File: src/rtl/dest_filt_pkg.sv
package dest_filt_pkg;
  localparam int unsigned ADDR_BYTES = 6;
  localparam int unsigned ADDR_W     = 8 * ADDR_BYTES;
  localparam logic [15:0] CLS_NONE   = 16'h0000;
  localparam logic [15:0] CLS_MCAST  = 16'h0100;
  localparam logic [15:0] CLS_BCAST  = 16'h0080;

  typedef struct packed {
    logic        accept;
    logic [15:0] cls;
  } verdict_t;

  // Fixed priority: promiscuous individual, all multicast, broadcast, table.
  function automatic verdict_t judge(input logic [ADDR_W-1:0] dst,
                                     input logic promisc,
                                     input logic all_mcast,
                                     input logic bcast_en,
                                     input logic table_hit);
    verdict_t v;
    v = '{accept: 1'b0, cls: CLS_NONE};
    if (promisc && !dst[0]) begin
      v.accept = 1'b1;
    end else if (all_mcast && dst[0]) begin
      v.accept = 1'b1;
      v.cls    = CLS_MCAST;
    end else if (bcast_en && (&dst)) begin
      v.accept = 1'b1;
      v.cls    = CLS_BCAST;
    end else if (table_hit) begin
      v.accept = 1'b1;
    end
    return v;
  endfunction
endpackage

File: src/rtl/addr_collector.sv
module addr_collector
  import dest_filt_pkg::*;
(
  input  logic              clk,
  input  logic              rst_n,
  input  logic              rx_valid,
  input  logic              rx_first,
  input  logic              rx_end,
  input  logic [7:0]        rx_data,
  output logic [ADDR_W-1:0] dst_next,
  output logic              addr_done,
  output logic              addr_short
);
  localparam int unsigned CNT_W = $clog2(ADDR_BYTES + 1);

  logic [CNT_W-1:0]  cnt_q;
  logic [CNT_W-1:0]  pos;
  logic [CNT_W-1:0]  cnt_after;
  logic [ADDR_W-1:0] dst_q;
  logic              take;

  assign take      = rx_valid && (rx_first || cnt_q != '0);
  assign pos       = rx_first ? '0 : cnt_q;
  assign cnt_after = take ? pos + CNT_W'(1) : cnt_q;
  assign addr_done = take && (pos == CNT_W'(ADDR_BYTES - 1));
  assign addr_short = rx_end && !addr_done && (cnt_after != '0);

  always_comb begin
    dst_next = dst_q;
    for (int i = 0; i < ADDR_BYTES; i++) begin
      if (take && pos == CNT_W'(i)) dst_next[8*i +: 8] = rx_data;
    end
  end

  always_ff @(posedge clk or negedge rst_n) begin
    if (!rst_n) begin
      cnt_q <= '0;
      dst_q <= '0;
    end else begin
      cnt_q <= (addr_done || addr_short) ? '0 : cnt_after;
      dst_q <= dst_next;
    end
  end
endmodule

File: src/rtl/cam_table.sv
module cam_table
  import dest_filt_pkg::*;
#(
  parameter int ENTRIES = 16,
  localparam int IDX_W = $clog2(ENTRIES)
) (
  input  logic              clk,
  input  logic              rst_n,
  input  logic              wr_en,
  input  logic [IDX_W-1:0]  wr_idx,
  input  logic [ADDR_W-1:0] wr_entry,
  input  logic              mask_we,
  input  logic [ENTRIES-1:0] mask_word,
  input  logic [ADDR_W-1:0] probe,
  output logic              hit,
  input  logic [IDX_W-1:0]  rd_idx,
  output logic [ADDR_W-1:0] rd_entry
);
  logic [ENTRIES-1:0] en_q;
  logic [ENTRIES-1:0] hits;
  logic [ADDR_W-1:0]  ent_view [ENTRIES];

  always_ff @(posedge clk or negedge rst_n) begin
    if (!rst_n)       en_q <= '0;
    else if (mask_we) en_q <= mask_word;
  end

  for (genvar g = 0; g < ENTRIES; g++) begin : g_ent
    logic [ADDR_W-1:0] val;
    always_ff @(posedge clk or negedge rst_n) begin
      if (!rst_n)                                  val <= '0;
      else if (wr_en && wr_idx == IDX_W'(g))       val <= wr_entry;
    end
    assign hits[g]     = en_q[g] && (val == probe);
    assign ent_view[g] = val;
  end

  assign hit      = |hits;
  assign rd_entry = ent_view[rd_idx];
endmodule

File: src/rtl/cam_loader.sv
module cam_loader
  import dest_filt_pkg::*;
#(
  parameter int ENTRIES = 16,
  parameter int AW      = 16,
  parameter int CW      = 5,
  localparam int IDX_W  = $clog2(ENTRIES)
) (
  input  logic              clk,
  input  logic              rst_n,
  input  logic              go,
  input  logic [AW-1:0]     base_ptr,
  input  logic [CW-1:0]     count,
  output logic              mem_rd_en,
  output logic [AW-1:0]     mem_rd_addr,
  input  logic [15:0]       mem_rd_data,
  output logic              entry_commit,
  output logic [IDX_W-1:0]  wr_idx,
  output logic [ADDR_W-1:0] wr_entry,
  output logic              mask_commit,
  output logic [15:0]       mask_word,
  output logic              busy,
  output logic              done
);
  typedef enum logic [1:0] {LD_IDLE, LD_ENTRY, LD_MASK} ld_state_t;

  ld_state_t        st;
  logic [AW-1:0]    ptr;
  logic [CW-1:0]    left;
  logic [1:0]       widx;
  logic [IDX_W-1:0] eidx;
  logic [15:0]      w1_q, w2_q;

  assign busy         = (st != LD_IDLE);
  assign mem_rd_en    = busy;
  assign mem_rd_addr  = ptr + AW'(widx);
  assign entry_commit = (st == LD_ENTRY) && (widx == 2'd3);
  assign wr_idx       = eidx;
  assign wr_entry     = {mem_rd_data, w2_q, w1_q};
  assign mask_commit  = (st == LD_MASK);
  assign mask_word    = mem_rd_data;

  always_ff @(posedge clk or negedge rst_n) begin
    if (!rst_n) begin
      st   <= LD_IDLE;
      ptr  <= '0;
      left <= '0;
      widx <= '0;
      eidx <= '0;
      w1_q <= '0;
      w2_q <= '0;
      done <= 1'b0;
    end else begin
      done <= 1'b0;
      case (st)
        LD_IDLE: begin
          if (go) begin
            ptr  <= base_ptr;
            left <= count;
            widx <= '0;
            eidx <= '0;
            st   <= (count != '0) ? LD_ENTRY : LD_MASK;
          end
        end
        LD_ENTRY: begin
          if (widx == 2'd1) w1_q <= mem_rd_data;
          if (widx == 2'd2) w2_q <= mem_rd_data;
          if (widx == 2'd3) begin
            widx <= '0;
            ptr  <= ptr + AW'(4);
            eidx <= eidx + IDX_W'(1);
            left <= left - CW'(1);
            if (left == CW'(1)) st <= LD_MASK;
          end else begin
            widx <= widx + 2'd1;
          end
        end
        LD_MASK: begin
          st   <= LD_IDLE;
          done <= 1'b1;
        end
        default: st <= LD_IDLE;
      endcase
    end
  end
endmodule

File: src/rtl/dest_addr_filter.sv
module dest_addr_filter
  import dest_filt_pkg::*;
#(
  parameter int ENTRIES = 16,
  parameter int AW      = 16,
  localparam int IDX_W  = $clog2(ENTRIES)
) (
  input  logic             clk,
  input  logic             rst_n,
  input  logic             reset_mode,
  input  logic             mode_promisc,
  input  logic             mode_all_mcast,
  input  logic             mode_bcast,
  input  logic             rx_valid,
  input  logic             rx_first,
  input  logic             rx_end,
  input  logic [7:0]       rx_data,
  output logic             decision_valid,
  output logic             accept,
  output logic [15:0]      frame_class,
  input  logic             load_go,
  input  logic [AW-1:0]    load_base,
  input  logic [4:0]       load_count,
  output logic             load_busy,
  output logic             load_done,
  output logic             mem_rd_en,
  output logic [AW-1:0]    mem_rd_addr,
  input  logic [15:0]      mem_rd_data,
  input  logic [IDX_W-1:0] rb_sel,
  output logic [15:0]      rb_word0,
  output logic [15:0]      rb_word1,
  output logic [15:0]      rb_word2
);
  logic [ADDR_W-1:0] dst_next;
  logic              addr_done, addr_short;
  logic              table_hit;
  logic              entry_commit, mask_commit;
  logic [IDX_W-1:0]  wr_idx;
  logic [ADDR_W-1:0] wr_entry;
  logic [15:0]       mask_word;
  logic [ADDR_W-1:0] rd_entry;
  verdict_t          verdict;

  addr_collector u_coll (
    .clk, .rst_n, .rx_valid, .rx_first, .rx_end, .rx_data,
    .dst_next, .addr_done, .addr_short
  );

  cam_loader #(.ENTRIES(ENTRIES), .AW(AW), .CW(5)) u_load (
    .clk, .rst_n, .go(load_go), .base_ptr(load_base), .count(load_count),
    .mem_rd_en, .mem_rd_addr, .mem_rd_data,
    .entry_commit, .wr_idx, .wr_entry, .mask_commit, .mask_word,
    .busy(load_busy), .done(load_done)
  );

  cam_table #(.ENTRIES(ENTRIES)) u_tab (
    .clk, .rst_n, .wr_en(entry_commit), .wr_idx, .wr_entry,
    .mask_we(mask_commit), .mask_word(mask_word[ENTRIES-1:0]),
    .probe(dst_next), .hit(table_hit), .rd_idx(rb_sel), .rd_entry
  );

  assign verdict = judge(dst_next, mode_promisc, mode_all_mcast, mode_bcast, table_hit);

  always_ff @(posedge clk or negedge rst_n) begin
    if (!rst_n) begin
      decision_valid <= 1'b0;
      accept         <= 1'b0;
      frame_class    <= CLS_NONE;
    end else begin
      decision_valid <= addr_done || addr_short;
      accept         <= addr_done && verdict.accept;
      frame_class    <= addr_done ? verdict.cls : CLS_NONE;
    end
  end

  assign rb_word0 = reset_mode ? rd_entry[15:0]  : 16'h0000;
  assign rb_word1 = reset_mode ? rd_entry[31:16] : 16'h0000;
  assign rb_word2 = reset_mode ? rd_entry[47:32] : 16'h0000;
endmodule

File: config.mk
export PLATFORM = sky130hd
export DESIGN_NAME = dest_addr_filter
export DESIGN_NICKNAME = d
export VERILOG_FILES = /design/src/rtl/dest_filt_pkg.sv /design/src/rtl/addr_collector.sv /design/src/rtl/cam_table.sv /design/src/rtl/cam_loader.sv /design/src/rtl/dest_addr_filter.sv
export SDC_FILE = /design/constraint.sdc
export NUM_CORES = 2
export LEC_CHECK = 0
export BUFFER_PORTS_ARGS = -buffer_cell sky130_fd_sc_hd__buf_4
export CAP_MARGIN = 30
export CORE_MARGIN = 2
export CORE_UTILIZATION = 57
export CTS_CLUSTER_SIZE = 24
export DETAILED_ROUTE_END_ITERATION = 10
export PLACE_DENSITY = 0.85
export SLEW_MARGIN = 40
export SYNTH_ARGS = -nofsm -noshare
export SYNTH_HDL_FRONTEND = slang
export SYNTH_HIERARCHICAL = 1
export SYNTH_SLANG_ARGS = --single-unit
export TNS_END_PERCENT = 50
File: constraint.sdc
create_clock -name clk -period 3 [get_ports clk]
set_input_delay 0.15 -clock clk [delete_from_list [all_inputs] [get_ports clk]]
set_output_delay 0.15 -clock clk [all_outputs]
set_load 0.005 [all_outputs]
==> key figures <==
Worst setup path
  • Setup CP Type: register to register
  • CP startpoint kind: register
  • Crit path required time: 3670 ps
  • RR Startpoint: u_coll/cnt_q[1]$_DFF_PN0_
  • Crit path top cell by count: nand4_1
  • Critical path fanouts, max: 7
  • CP Capture Type: register
  • Crit path DAT: 4270 ps
  • Crit-path cells: or4_4 -> and3_4 -> buf_8 -> mux2_4 -> xnor2_1 -> nand4_1 -> nor3_1 -> nand4_1 -> nand4_1 -> or4_4 -> o21ai_2 -> nand2_1
  • R2r worst-path depth: 12
  • Worst path max stage delay: 510 ps
  • Crit-path slowest cell: or4_4
  • Worst setup path start: u_coll/cnt_q[1]$_DFF_PN0_
  • R2r setup slk: -590 ps

Final layout
  • Final nets: 4442
  • Fill cell count: 5874
  • Layout cells sized above 1: 48.8%
  • Design area: 61200 um^2
  • Most frequent cells in the layout: dfrtp_1, mux2_2, buf_4
  • Layout Area Growth over Synthesis: 21.7%
  • Most common cell after layout, fill and taps aside: dfrtp_1

Clock network
  • Clock Tree Buf Depth: 3
  • Latest clock arrival within the worst-skew pair: 730 ps
  • Clock sink count: 901
  • CTS tree: done
  • Clock root buffer master: clkbuf_16
  • CTS H-tree lvls: 3
  • Worst-path clk slew: 70 ps
  • CTS buffer count: 98

GRT
  • Number of global-route vias before repair: 38300
  • Antenna violations before repair: 41
  • First-pass GRT wire length: 330000 um
  • Total grt overflow: 0
  • Largest net degree at the start of global routing: 120
  • Global router's overall resource usage: 54.4%

STA
  • Final WS setup: -595 ps
  • Final setup fails: 2
  • Fin crit period: 3590 ps
  • RSZ-0062 raised after global routing: yes
  • Hold WS: -10.5 ps
  • Final period util: 120%
  • Slew Viols, Final: 0
  • Hold Fails Final Rpt: 8
  • Relative slew slack: 40.7%
  • Setup Skew: 34.5 ps
  • Worst Max-Slew Pin Slew: 883 ps
  • F_max: 278 MHz

Place
  • Post-DP HPWL: 183000 um
  • Gpl congestion: 1.22
  • Placed inst area: 56700 um^2
  • Setup WS pre-CTS: -768 ps
  • PortBufs: 129

Yosys
  • Synth warnings: 6
  • Post-synthesis average cell area: 13.4 um^2
  • Ys async rst share: 100%
  • Synth top area share: 44.8%
  • Syn Std Cell Area: 50300 um^2
  • Post-synthesis sequential area ratio: 44.8%
  • Synth Instances: 3761
  • Post-synthesis register bit count: 901
  • Area contributors post-synth: dfrtp_1, mux2_2, mux4_2, xnor2_1, xor2_1
  • EDFF count, synth: 0
  • Cell taking the most area after synthesis: dfrtp_1
  • Synth unique cells: 77
  • Ys flop type: dfrtp_1

Route
  • Routed wire length per instance: 43.6 um
  • DRC Markers: 0
  • WL final: 245000 um
  • First-pass detailed-route iteration total: 6
  • DR iter-0 viols: 6481
  • Detail Route Antenna Nets: 0
  • DR vias/cell: 7.08
  • Routed via count: 39800

Power
  • Power density over cell area: 871 nW/um^2
  • Peak VDD IR: 0.000838 V
  • Leak: 28.0 nW

Die
  • Starting density of the core: 57.7%
  • Die ar.: 90700 um^2
  • Rows: 108
  • Core area: 87200 um^2
  • Die Width: 301 um
  • I/O pin cnt: 144
  • DIE HEIGHT: 301 um

Outcome
  • Status: finished, violations left
  • Failing checks: negative hold slack, negative setup slack

Job
  • Max Cap Viol: 0

Hold path
  • Hold Path Class: input port to async pin
-- Yosys cell counts, types with 45 or more instances --
cell type and instances:
nand2_1 45, buf_2 76, and2_1 49, nor4_1 83, mux2_2 850, dfrtp_1 901
xor2_1 228, nand4_1 147, buf_4 134, mux4_2 240, clkbuf_1 97, xnor2_1 512
-- through the flow --
stage,cells,TNS [ps],util (%),total power [mW]
after detailed placement,5366,-768,65.0,38.1
after CTS,5604,-492,69.9,51.5
final,5622,-629,70.2,53.3
after global placement,5366,-782,65.0,37.8
after global routing,5610,-556,70.2,53.7
after floorplan,3774,-42.1,-,26.3
-- layout make-up --
| type | instances | area (um^2) | share of cell area (%) |
|---|---|---|---|
| repair buffers | 848 | 7420 | 12.1 |
| flip-flops and latches | 901 | 22600 | 36.8 |
| inverters | 38 | 145 | 0.237 |
| well taps | 1155 | 1450 | 2.36 |
| multi-input cells | 2485 | 26200 | 42.7 |
| clock inverters | 46 | 618 | 1.01 |
| diodes | 14 | 35.0 | 0.0572 |
| clock buffers | 135 | 2850 | 4.65 |
-- cells by family (layout without fill, tap and decap cells) --
logic type / after synthesis / count (layout) / share of synthesized area (%)
buffers and inverters: 390 / 1067 / 4.43
AO/OA/AOI/OAI: 115 / 115 / 1.58
adder cells (fa/ha/maj): 11 / 11 / 0.288
other: 1 / 28 / 0.00745
flip-flops: 901 / 901 / 44.8
XOR/XNOR: 740 / 740 / 12.9
AND/OR/NAND/NOR: 497 / 497 / 5.84
multiplexers: 1106 / 1108 / 30.2
-- path summary, 6_finish.rpt --
kind / end
worst max-delay path: accept$_DFF_PN0_
max in group asynchronous: u_tab/g_ent[3].val[16]$_DFFE_PN0P_
worst min register to register: u_tab/en_q[8]$_DFFE_PN0P_
min in group clk: u_coll/dst_q[2]$_DFF_PN0_
worst min-delay path: u_tab/g_ent[14].val[37]$_DFFE_PN0P_
worst max register to register: accept$_DFF_PN0_
-- power by group --
group          switching, mW  total (mW)  internal [mW]  leakage (nW)
Clock                   5.41        13.2           7.76          1.71
Combinational           12.1        21.6           9.41          14.3
Sequential              4.10        18.6           14.5          12.0
-- state kept, by name (all words and copies together) (netlist names), 3 cells and up --
register / cells
u_tab/g_ent.val: 768
u_coll/dst_q: 48
u_load/w2_q: 16
u_load/ptr: 16
u_load/left: 5
u_load/wr_idx: 4
u_coll/cnt_q: 3
u_load/w1_q: 16
u_tab/en_q: 16
-- critical path, delay by kind of cell (launching register included) --
family	cells	cell delay, ps
buf+inv	1	170
compound gates	1	40
mux	1	390
xor+xnor	1	490
flops	1	470
simple gates	8	1960
-- what timing repair did --
item,4_1_cts,5_1_grt
buffers inserted,12,3
resized for setup,51,33
pin swaps,19,12
setup endpoints to repair,1,2
hold buffers,43,1
gates cloned,2,0
endpoints found under the hold margin,419,1
-- metal layers --
| layer | global-route usage [%] | vias to the layer above | part of all wire [%] | wire [um] |
|---|---|---|---|---|
| li1 | - | 14800 | - | - |
| met5 | 1.06 | - | 0.23 | 554 |
| met1 | 68.4 | 20400 | 35 | 84800 |
| met3 | 22.0 | 1018 | 15 | 35700 |
| met4 | 39.4 | 44 | 9.9 | 24200 |
| met2 | 75.7 | 3559 | 41 | 99800 |
Power figures use the tool's default switching activity.
